`src/rtl/gpio_irq_pkg.sv`:
```
package gpio_irq_pkg;
  localparam int unsigned MAX_LINES = 32;
  localparam int unsigned GRP_LINES = 8;
  localparam int unsigned NUM_GRPS  = MAX_LINES / GRP_LINES;

  localparam logic [7:0] OFS_OUT    = 8'h00;
  localparam logic [7:0] OFS_DIR    = 8'h04;
  localparam logic [7:0] OFS_BLINK  = 8'h08;
  localparam logic [7:0] OFS_POL    = 8'h0C;
  localparam logic [7:0] OFS_DIN    = 8'h10;
  localparam logic [7:0] OFS_ECAUSE = 8'h14;
  localparam logic [7:0] OFS_EMASK0 = 8'h18;
  localparam logic [7:0] OFS_LMASK0 = 8'h1C;
  localparam logic [7:0] OFS_EMASK1 = 8'h30;
  localparam logic [7:0] OFS_LMASK1 = 8'h34;

  typedef struct packed {
    logic [MAX_LINES-1:0] emask;
    logic [MAX_LINES-1:0] lmask;
  } mask_pair_t;
endpackage

```
`src/rtl/gpio_in_sync.sv`:
```
module gpio_in_sync #(
  parameter int unsigned W = 32
) (
  input  logic         clk_i,
  input  logic         rst_ni,
  input  logic [W-1:0] async_i,
  output logic [W-1:0] sync_o
);
  for (genvar i = 0; i < W; i++) begin : g_bit
    logic [1:0] ff_q;
    always_ff @(posedge clk_i or negedge rst_ni) begin
      if (!rst_ni) ff_q <= 2'b00;
      else         ff_q <= {ff_q[0], async_i[i]};
    end
    assign sync_o[i] = ff_q[1];
  end
endmodule

```
`src/rtl/gpio_ctrl_regs.sv`:
```
module gpio_ctrl_regs
  import gpio_irq_pkg::*;
#(
  parameter int unsigned NUM_LINES = 32,
  parameter bit          DUAL_CPU  = 1'b1
) (
  input  logic                 clk_i,
  input  logic                 rst_ni,
  input  logic [7:0]           addr_i,
  input  logic                 we_i,
  input  logic [MAX_LINES-1:0] wdata_i,
  input  logic [MAX_LINES-1:0] din_i,
  input  logic [MAX_LINES-1:0] ecause_i,
  output logic [MAX_LINES-1:0] rdata_o,
  output logic [MAX_LINES-1:0] out_o,
  output logic [MAX_LINES-1:0] dir_o,
  output logic [MAX_LINES-1:0] blink_o,
  output logic [MAX_LINES-1:0] pol_o,
  output mask_pair_t           masks_o [2],
  output logic                 ecause_we_o
);
  localparam logic [MAX_LINES-1:0] LINE_MASK = MAX_LINES'((64'd1 << NUM_LINES) - 64'd1);

  logic [MAX_LINES-1:0] out_q, dir_q, blink_q, pol_q;
  mask_pair_t           mask_q [2];
  logic [MAX_LINES-1:0] wd;

  assign wd = wdata_i & LINE_MASK;

  always_ff @(posedge clk_i or negedge rst_ni) begin
    if (!rst_ni) begin
      out_q   <= '0;
      dir_q   <= '0;
      blink_q <= '0;
      pol_q   <= '0;
      mask_q[0] <= '0;
      mask_q[1] <= '0;
    end else if (we_i) begin
      case (addr_i)
        OFS_OUT:    out_q   <= wd;
        OFS_DIR:    dir_q   <= wd;
        OFS_BLINK:  blink_q <= wd;
        OFS_POL:    pol_q   <= wd;
        OFS_EMASK0: mask_q[0].emask <= wd;
        OFS_LMASK0: mask_q[0].lmask <= wd;
        OFS_EMASK1: if (DUAL_CPU) mask_q[1].emask <= wd;
        OFS_LMASK1: if (DUAL_CPU) mask_q[1].lmask <= wd;
        default: ;
      endcase
    end
  end

  always_comb begin
    case (addr_i)
      OFS_OUT:    rdata_o = out_q;
      OFS_DIR:    rdata_o = dir_q;
      OFS_BLINK:  rdata_o = blink_q;
      OFS_POL:    rdata_o = pol_q;
      OFS_DIN:    rdata_o = din_i;
      OFS_ECAUSE: rdata_o = ecause_i;
      OFS_EMASK0: rdata_o = mask_q[0].emask;
      OFS_LMASK0: rdata_o = mask_q[0].lmask;
      OFS_EMASK1: rdata_o = mask_q[1].emask;
      OFS_LMASK1: rdata_o = mask_q[1].lmask;
      default:    rdata_o = '0;
    endcase
  end

  assign out_o       = out_q;
  assign dir_o       = dir_q;
  assign blink_o     = blink_q;
  assign pol_o       = pol_q;
  assign masks_o     = mask_q;
  assign ecause_we_o = we_i && (addr_i == OFS_ECAUSE);


  unimpl_zero_chk: assert property (@(posedge clk_i) disable iff (!rst_ni)
    ((out_q | dir_q | blink_q | pol_q | mask_q[0].emask | mask_q[0].lmask
      | mask_q[1].emask | mask_q[1].lmask) & ~LINE_MASK) == '0);
endmodule

```
`src/rtl/gpio_edge_cause.sv`:
```
module gpio_edge_cause #(
  parameter int unsigned W = 32
) (
  input  logic         clk_i,
  input  logic         rst_ni,
  input  logic [W-1:0] din_i,
  input  logic         clr_we_i,
  input  logic [W-1:0] clr_data_i,
  output logic [W-1:0] cause_o
);
  logic [W-1:0] prev_q, cause_q, rise, kept;

  assign rise = din_i & ~prev_q;
  assign kept = clr_we_i ? (cause_q & clr_data_i) : cause_q;

  always_ff @(posedge clk_i or negedge rst_ni) begin
    if (!rst_ni) begin
      prev_q  <= '0;
      cause_q <= '0;
    end else begin
      prev_q  <= din_i;
      cause_q <= kept | rise;  // new edge beats clear
    end
  end

  assign cause_o = cause_q;


  edge_set_chk: assert property (@(posedge clk_i) disable iff (!rst_ni)
    (|rise) |=> ((cause_q & $past(rise)) == $past(rise)));

  ack_keep_chk: assert property (@(posedge clk_i) disable iff (!rst_ni)
    clr_we_i |=> ((cause_q & $past(cause_q & clr_data_i)) == $past(cause_q & clr_data_i)));
endmodule

```
`src/rtl/gpio_irq_merge.sv`:
```
module gpio_irq_merge
  import gpio_irq_pkg::*;
(
  input  logic [MAX_LINES-1:0] din_i,
  input  logic [MAX_LINES-1:0] ecause_i,
  input  mask_pair_t           mask_i,
  output logic [NUM_GRPS-1:0]  irq_o
);
  logic [MAX_LINES-1:0] line_cause;
  assign line_cause = (din_i & mask_i.lmask) | (ecause_i & mask_i.emask);

  for (genvar g = 0; g < NUM_GRPS; g++) begin : g_grp
    assign irq_o[g] = |line_cause[g*GRP_LINES +: GRP_LINES];
  end
endmodule

```
`src/rtl/gpio_blink_div.sv`:
```
module gpio_blink_div #(
  parameter int unsigned BLINK_HALF = 25_000_000
) (
  input  logic clk_i,
  input  logic rst_ni,
  output logic phase_o
);
  localparam int unsigned CW = $clog2(BLINK_HALF);
  localparam logic [CW-1:0] LAST = CW'(BLINK_HALF - 1);

  logic [CW-1:0] cnt_q;
  logic          phase_q;

  always_ff @(posedge clk_i or negedge rst_ni) begin
    if (!rst_ni) begin
      cnt_q   <= '0;
      phase_q <= 1'b0;
    end else if (cnt_q == LAST) begin
      cnt_q   <= '0;
      phase_q <= ~phase_q;
    end else begin
      cnt_q <= cnt_q + 1'b1;
    end
  end

  assign phase_o = phase_q;
endmodule

```
`src/rtl/gpio_irq_bank.sv`:
```
module gpio_irq_bank
  import gpio_irq_pkg::*;
#(
  parameter int unsigned NUM_LINES  = 32,
  parameter bit          DUAL_CPU   = 1'b1,
  parameter int unsigned BLINK_HALF = 25_000_000
) (
  input  logic                 clk_i,
  input  logic                 rst_ni,
  input  logic [7:0]           addr_i,
  input  logic                 we_i,
  input  logic [31:0]          wdata_i,
  output logic [31:0]          rdata_o,
  input  logic [NUM_LINES-1:0] pin_in_i,
  output logic [NUM_LINES-1:0] pin_out_o,
  output logic [NUM_LINES-1:0] pin_oe_o,
  output logic [3:0]           irq_cpu0_o,
  output logic [3:0]           irq_cpu1_o
);
  localparam logic [MAX_LINES-1:0] LINE_MASK = MAX_LINES'((64'd1 << NUM_LINES) - 64'd1);

  logic [MAX_LINES-1:0] pin_sync, din, ecause;
  logic [MAX_LINES-1:0] out_q, dir_q, blink_q, pol_q, pin_out_full;
  mask_pair_t           masks [2];
  logic                 ecause_we, blink_phase;

  gpio_in_sync #(.W(MAX_LINES)) u_sync (
    .clk_i, .rst_ni,
    .async_i (MAX_LINES'(pin_in_i)),
    .sync_o  (pin_sync)
  );

  assign din = (pin_sync & LINE_MASK) ^ pol_q;

  gpio_ctrl_regs #(.NUM_LINES(NUM_LINES), .DUAL_CPU(DUAL_CPU)) u_regs (
    .clk_i, .rst_ni, .addr_i, .we_i,
    .wdata_i     (wdata_i),
    .din_i       (din),
    .ecause_i    (ecause),
    .rdata_o     (rdata_o),
    .out_o       (out_q),
    .dir_o       (dir_q),
    .blink_o     (blink_q),
    .pol_o       (pol_q),
    .masks_o     (masks),
    .ecause_we_o (ecause_we)
  );

  gpio_edge_cause #(.W(MAX_LINES)) u_edge (
    .clk_i, .rst_ni,
    .din_i      (din),
    .clr_we_i   (ecause_we),
    .clr_data_i (wdata_i),
    .cause_o    (ecause)
  );

  gpio_blink_div #(.BLINK_HALF(BLINK_HALF)) u_blink (
    .clk_i, .rst_ni, .phase_o (blink_phase)
  );

  for (genvar i = 0; i < MAX_LINES; i++) begin : g_pin
    assign pin_out_full[i] = blink_q[i] ? blink_phase : out_q[i];
  end

  assign pin_out_o = pin_out_full[NUM_LINES-1:0];
  assign pin_oe_o  = ~dir_q[NUM_LINES-1:0];

  gpio_irq_merge u_merge0 (
    .din_i (din), .ecause_i (ecause), .mask_i (masks[0]), .irq_o (irq_cpu0_o)
  );

  if (DUAL_CPU) begin : g_cpu1
    gpio_irq_merge u_merge1 (
      .din_i (din), .ecause_i (ecause), .mask_i (masks[1]), .irq_o (irq_cpu1_o)
    );
  end else begin : g_no_cpu1
    assign irq_cpu1_o = '0;
  end


  irq_source_chk: assert property (@(posedge clk_i) disable iff (!rst_ni)
    (|irq_cpu0_o) |-> ((masks[0].lmask | masks[0].emask) != '0));

  steady_pin_chk: assert property (@(posedge clk_i) disable iff (!rst_ni)
    !$past(we_i) |-> (((pin_out_full ^ $past(pin_out_full)) & ~blink_q) == '0));
endmodule

```
`config.mk`:
```
export PLATFORM = sky130hd
export DESIGN_NAME = gpio_irq_bank
export DESIGN_NICKNAME = d
export VERILOG_FILES = /design/src/rtl/gpio_irq_pkg.sv /design/src/rtl/gpio_in_sync.sv /design/src/rtl/gpio_ctrl_regs.sv /design/src/rtl/gpio_edge_cause.sv /design/src/rtl/gpio_irq_merge.sv /design/src/rtl/gpio_blink_div.sv /design/src/rtl/gpio_irq_bank.sv
export SDC_FILE = /design/constraint.sdc
export NUM_CORES = 1
export LEC_CHECK = 0
export ABC_AREA = 1
export BUFFER_PORTS_ARGS = -buffer_cell sky130_fd_sc_hd__buf_2
export CAP_MARGIN = 30
export CORE_MARGIN = 2
export CORE_UTILIZATION = 35
export CTS_CLUSTER_SIZE = 14
export DETAILED_ROUTE_END_ITERATION = 10
export PLACE_DENSITY_LB_ADDON = 0.3
export SLEW_MARGIN = 20
export SYNTH_ARGS = -nofsm -noshare
export SYNTH_HDL_FRONTEND = slang
export SYNTH_HIERARCHICAL = 1
export SYNTH_SLANG_ARGS = --single-unit
```
`constraint.sdc`:
```
create_clock -name clk_i -period 3.75 [get_ports clk_i]
set_input_delay 0.75 -clock clk_i [delete_from_list [all_inputs] [get_ports clk_i]]
set_output_delay 0.75 -clock clk_i [all_outputs]
set_load 0.1 [all_outputs]
```
==> metrics.log <==
[metrics] synthesized area per cell: 7.67 um2
[metrics] clock tree from TritonCTS: built
[metrics] level count of the clock H-tree: 2
[metrics] net count after synthesis: 2,755
[metrics] most frequent cells in the layout: nand2_1, dfrtp_1, nand3_1, inv_1, o21ai_1
[metrics] antenna violations before repair: 2
[metrics] dominant cells by area after synthesis: dfrtp_1, nand2_1, nand3_1, inv_1, o21ai_1
[metrics] CTS Buf Count: 48
[metrics] layout cells sized above 1: 12.6%
[metrics] crit path capture type: primary output
[metrics] Synth Area in XOR/XNOR: 0.512%
[metrics] count of endpoints failing hold in the final timing report: 0
[metrics] highest net fanout along the worst path: 9
[metrics] setup slack, reg-to-reg: 2.29 ns
[metrics] Setup Total Neg Slack: 0 ns
[metrics] placed wire-length estimate after detailed placement: 39,600 um
[metrics] mean routed wirelength per cell: about 17 um
[metrics] summed instance area of the synthesized netlist: 20,500 um2
[metrics] final global-route overflow total: 0
[metrics] GRT Util Overall: between 20% and 30%
[metrics] cell leakage power: 11.8 nW
[metrics] kind of critical path: input pin to primary output
[metrics] Min-Delay Path Class: input pin to async pin
[metrics] synth unique cells: 28
[metrics] Chip Height: 246 um
[metrics] clock-pin slew reported for the worst setup and hold paths after clock tree synthesis: ~0.050 ns
[metrics] Starting Density: 35.5%
[metrics] Final ANT Viol Nets: 0
[metrics] first-pass GRT wire length: 96,200 um
[metrics] Compound-Gate Fraction of Synth Area: 6.41%
[metrics] vias in the first global route: around 16,000
[metrics] crit path DAT: between 2 and 2.5 ns
[metrics] synthesized netlist cell count: 2,679
[metrics] CTS root buffer: clkbuf_16
[metrics] areal power density over the cells: 446 nW/um2
[metrics] Max IR drop VDD: 284 uV
[metrics] Layout Utilization: 41.6%
[metrics] final clock skew: around 0.018 ns
[metrics] #FFs+latches synth: between 400 and 500
[metrics] number of buffers added for setup after CTS: 0
[metrics] largest area contributor in the netlist: dfrtp_1
[metrics] final cycle utilization of the critical path: 85.9%
[metrics] hold-fix buffers at CTS: 0
[metrics] dominant register cell in the synthesized netlist: dfrtp_1
[metrics] adder and majority gate portion of the synthesized area: 0.0609%
[metrics] Max Clock Freq: roughly 0.31 GHz
[metrics] share of Yosys cell area claimed by the top area cell type: 49.9%
[metrics] final count of pins violating max slew: 0
[metrics] fin nets: between 2,000 and 3,000
[metrics] final setup fails: 0
[metrics] number of cell rows: 88
[metrics] RSZ-0062 raised after global routing: false
[metrics] via density per instance: about 4.8
[metrics] pin slew with the least headroom to its limit: 0.887 ns
[metrics] maximum clock insertion buffer count: 3
[metrics] maximum number of pins on one net before global-route repair: 96
[metrics] critical register-to-register path endpoint: u_blink/cnt_q[5]$_DFF_PN0_
[metrics] floorplan die width: 246 um
[metrics] r2r worst-path depth: 8
[metrics] Worst setup SP type: input pin
[metrics] post-cts resize count: 0
[metrics] main combinational cell family by area after synthesis: simple AND/OR/NAND/NOR gates
[metrics] r2r startpoint: u_blink/cnt_q[0]$_DFF_PN0_
[metrics] synthesized-area fraction occupied by and/or/nand/nor cells: about a third
[metrics] Floorplan Core Area: 57,900 um2
[metrics] Synth-to-Final Area Change: 17.3%
[metrics] shortest period the worst path allows: 3.22 ns
[metrics] Port Buffer Count: roughly 180
[metrics] drt initial violations: 1,555
[metrics] result of the run: finished clean
[metrics] required time reported for the critical path endpoint: about 3.0 ns
[metrics] number of synthesized flops with an enable pin: 0
[metrics] floorplan die area: approximately 61,000 um2
[metrics] TritonCTS sink count: 410
[metrics] number of warnings printed during yosys synthesis: 6
[metrics] mux share of post-synthesis cell area: 0%
[metrics] clock insertion delay at the later pin of the skew report: slightly below 0.6 ns
[metrics] share of synthesized registers carrying an async set or reset: 100%
[metrics] total DRC errors in the routed layout: 0
[metrics] fraction of the yosys area taken by sequential cells: 49.9%
[metrics] I/O pin total: ~180
[metrics] DR vias: 17,300
[metrics] Pre-antenna DRT Iters: 5
[metrics] worst slew margin relative to its limit: 40.9%
[metrics] Final Routed Wirelength: a little over 60,000 um
[metrics] RD Place Congestion: 0.837
[metrics] max capacitance violation total: 0
[metrics] most frequent standard cell in the layout excluding fill and tap cells: nand2_1
[kinds of logic (layout without fill, tap and decap cells)]
| family | after synthesis | in the layout |
|---|---|---|
| compound gates | 263 | 263 |
| xor+xnor | 12 | 12 |
| fa+ha+maj | 1 | 1 |
| buf+inv | 497 | 647 |
| flops | 410 | 410 |
| other cells | 0 | 1 |
| simple gates | 1496 | 1496 |
[cells in the mapped netlist (2+ instances only)]
library cell	count
nand2_1	885
dfrtp_1	410
nand3_1	369
inv_1	342
o21ai_1	185
nor2_1	164
o21ai_0	73
buf_4	49
buf_2	41
clkbuf_1	35
buf_6	25
nand3_2	20
nand2_2	12
nand4_1	12
xor2_1	12
nor2_4	10
nand3_4	7
nand2_4	6
a21oi_1	5
nor2_8	4
inv_2	3
nor2_2	3
nor3_1	2
[worst max path at each step]
| stage | start | to | slack (ns) | depth (start not counted) |
|---|---|---|---|---|
| 6_report | addr_i[2] | rdata_o[22] | 0.53 | 10 |
| 2_1_floorplan | addr_i[6] | rdata_o[30] | 0.73 | 9 |
| 5_1_grt | addr_i[3] | rdata_o[14] | 0.43 | 10 |
| 3_5_place_dp | addr_i[0] | rdata_o[6] | 0.54 | 10 |
| 3_3_place_gp | addr_i[0] | rdata_o[6] | 0.53 | 10 |
| 4_1_cts | addr_i[0] | rdata_o[6] | 0.54 | 10 |
[critical path, cell delays in order]
cell     delay (ns)
buf_2          0.13
nor2_1         0.06
nand2_2        0.17
nor2_4         0.05
inv_1          0.47
buf_4          0.31
nor2_1         0.06
nor2_1         0.10
nand2_1        0.16
buf_12         0.21
[routing by layer]
metal  wire [um]  part of all wire [%]  up-vias  GRT usage, %
met1       28800                    47     8166          29.5
met2       28200                    46      477          32.4
met3        3710                   6.0       76          3.46
met4        1160                   1.9        2          4.70
li1            -                     -     8589             -
met5          16                 0.026        -             0
[metrics by stage]
stage                     area (um2)  hold WS (ns)  setup slack, ns  power (mW)  cells
after floorplan                20500         0.331            0.727        5.71   2679
after global placement         22500         0.332            0.525        6.08   3511
after detailed placement       22500         0.335            0.541        6.09   3512
after CTS                      24100        0.0978            0.538        10.9   3594
after global routing           24100         0.117            0.431        11.2   3595
final                          24100         0.103            0.528        10.7   3595
[registers in the layout, summed over array words and instances (netlist names)]
signal / cells
u_regs/masks_o: 128
u_sync/g_bit.ff_q: 64
u_edge/cause_o: 32
u_edge/prev_q: 32
u_regs/blink_o: 32
u_regs/dir_o: 32
u_regs/out_o: 32
u_regs/pol_o: 32
u_blink/cnt_q: 25
u_blink/phase_o: 1
[power breakdown]
part | total, mW | internal (mW) | switching, mW
clock | 4.73 | 2.87 | 1.86
sequential | 4.76 | 4.61 | 0.144
combinational | 1.25 | 0.257 | 0.992
total | 10.7 | 7.74 | 3.00
[area by class of cell]
| type | instances | area (um2) |
|---|---|---|
| clock inverter | 7 | 128 |
| tap | 765 | 957 |
| inverter | 346 | 1300 |
| multi-input combinational | 1772 | 7990 |
| timing repair buffer | 219 | 1990 |
| antenna | 1 | 2.50 |
| fill | 5917 | 33800 |
| clock buffer | 75 | 1470 |
| sequential | 410 | 10300 |
Power figures use the tool's default switching activity.
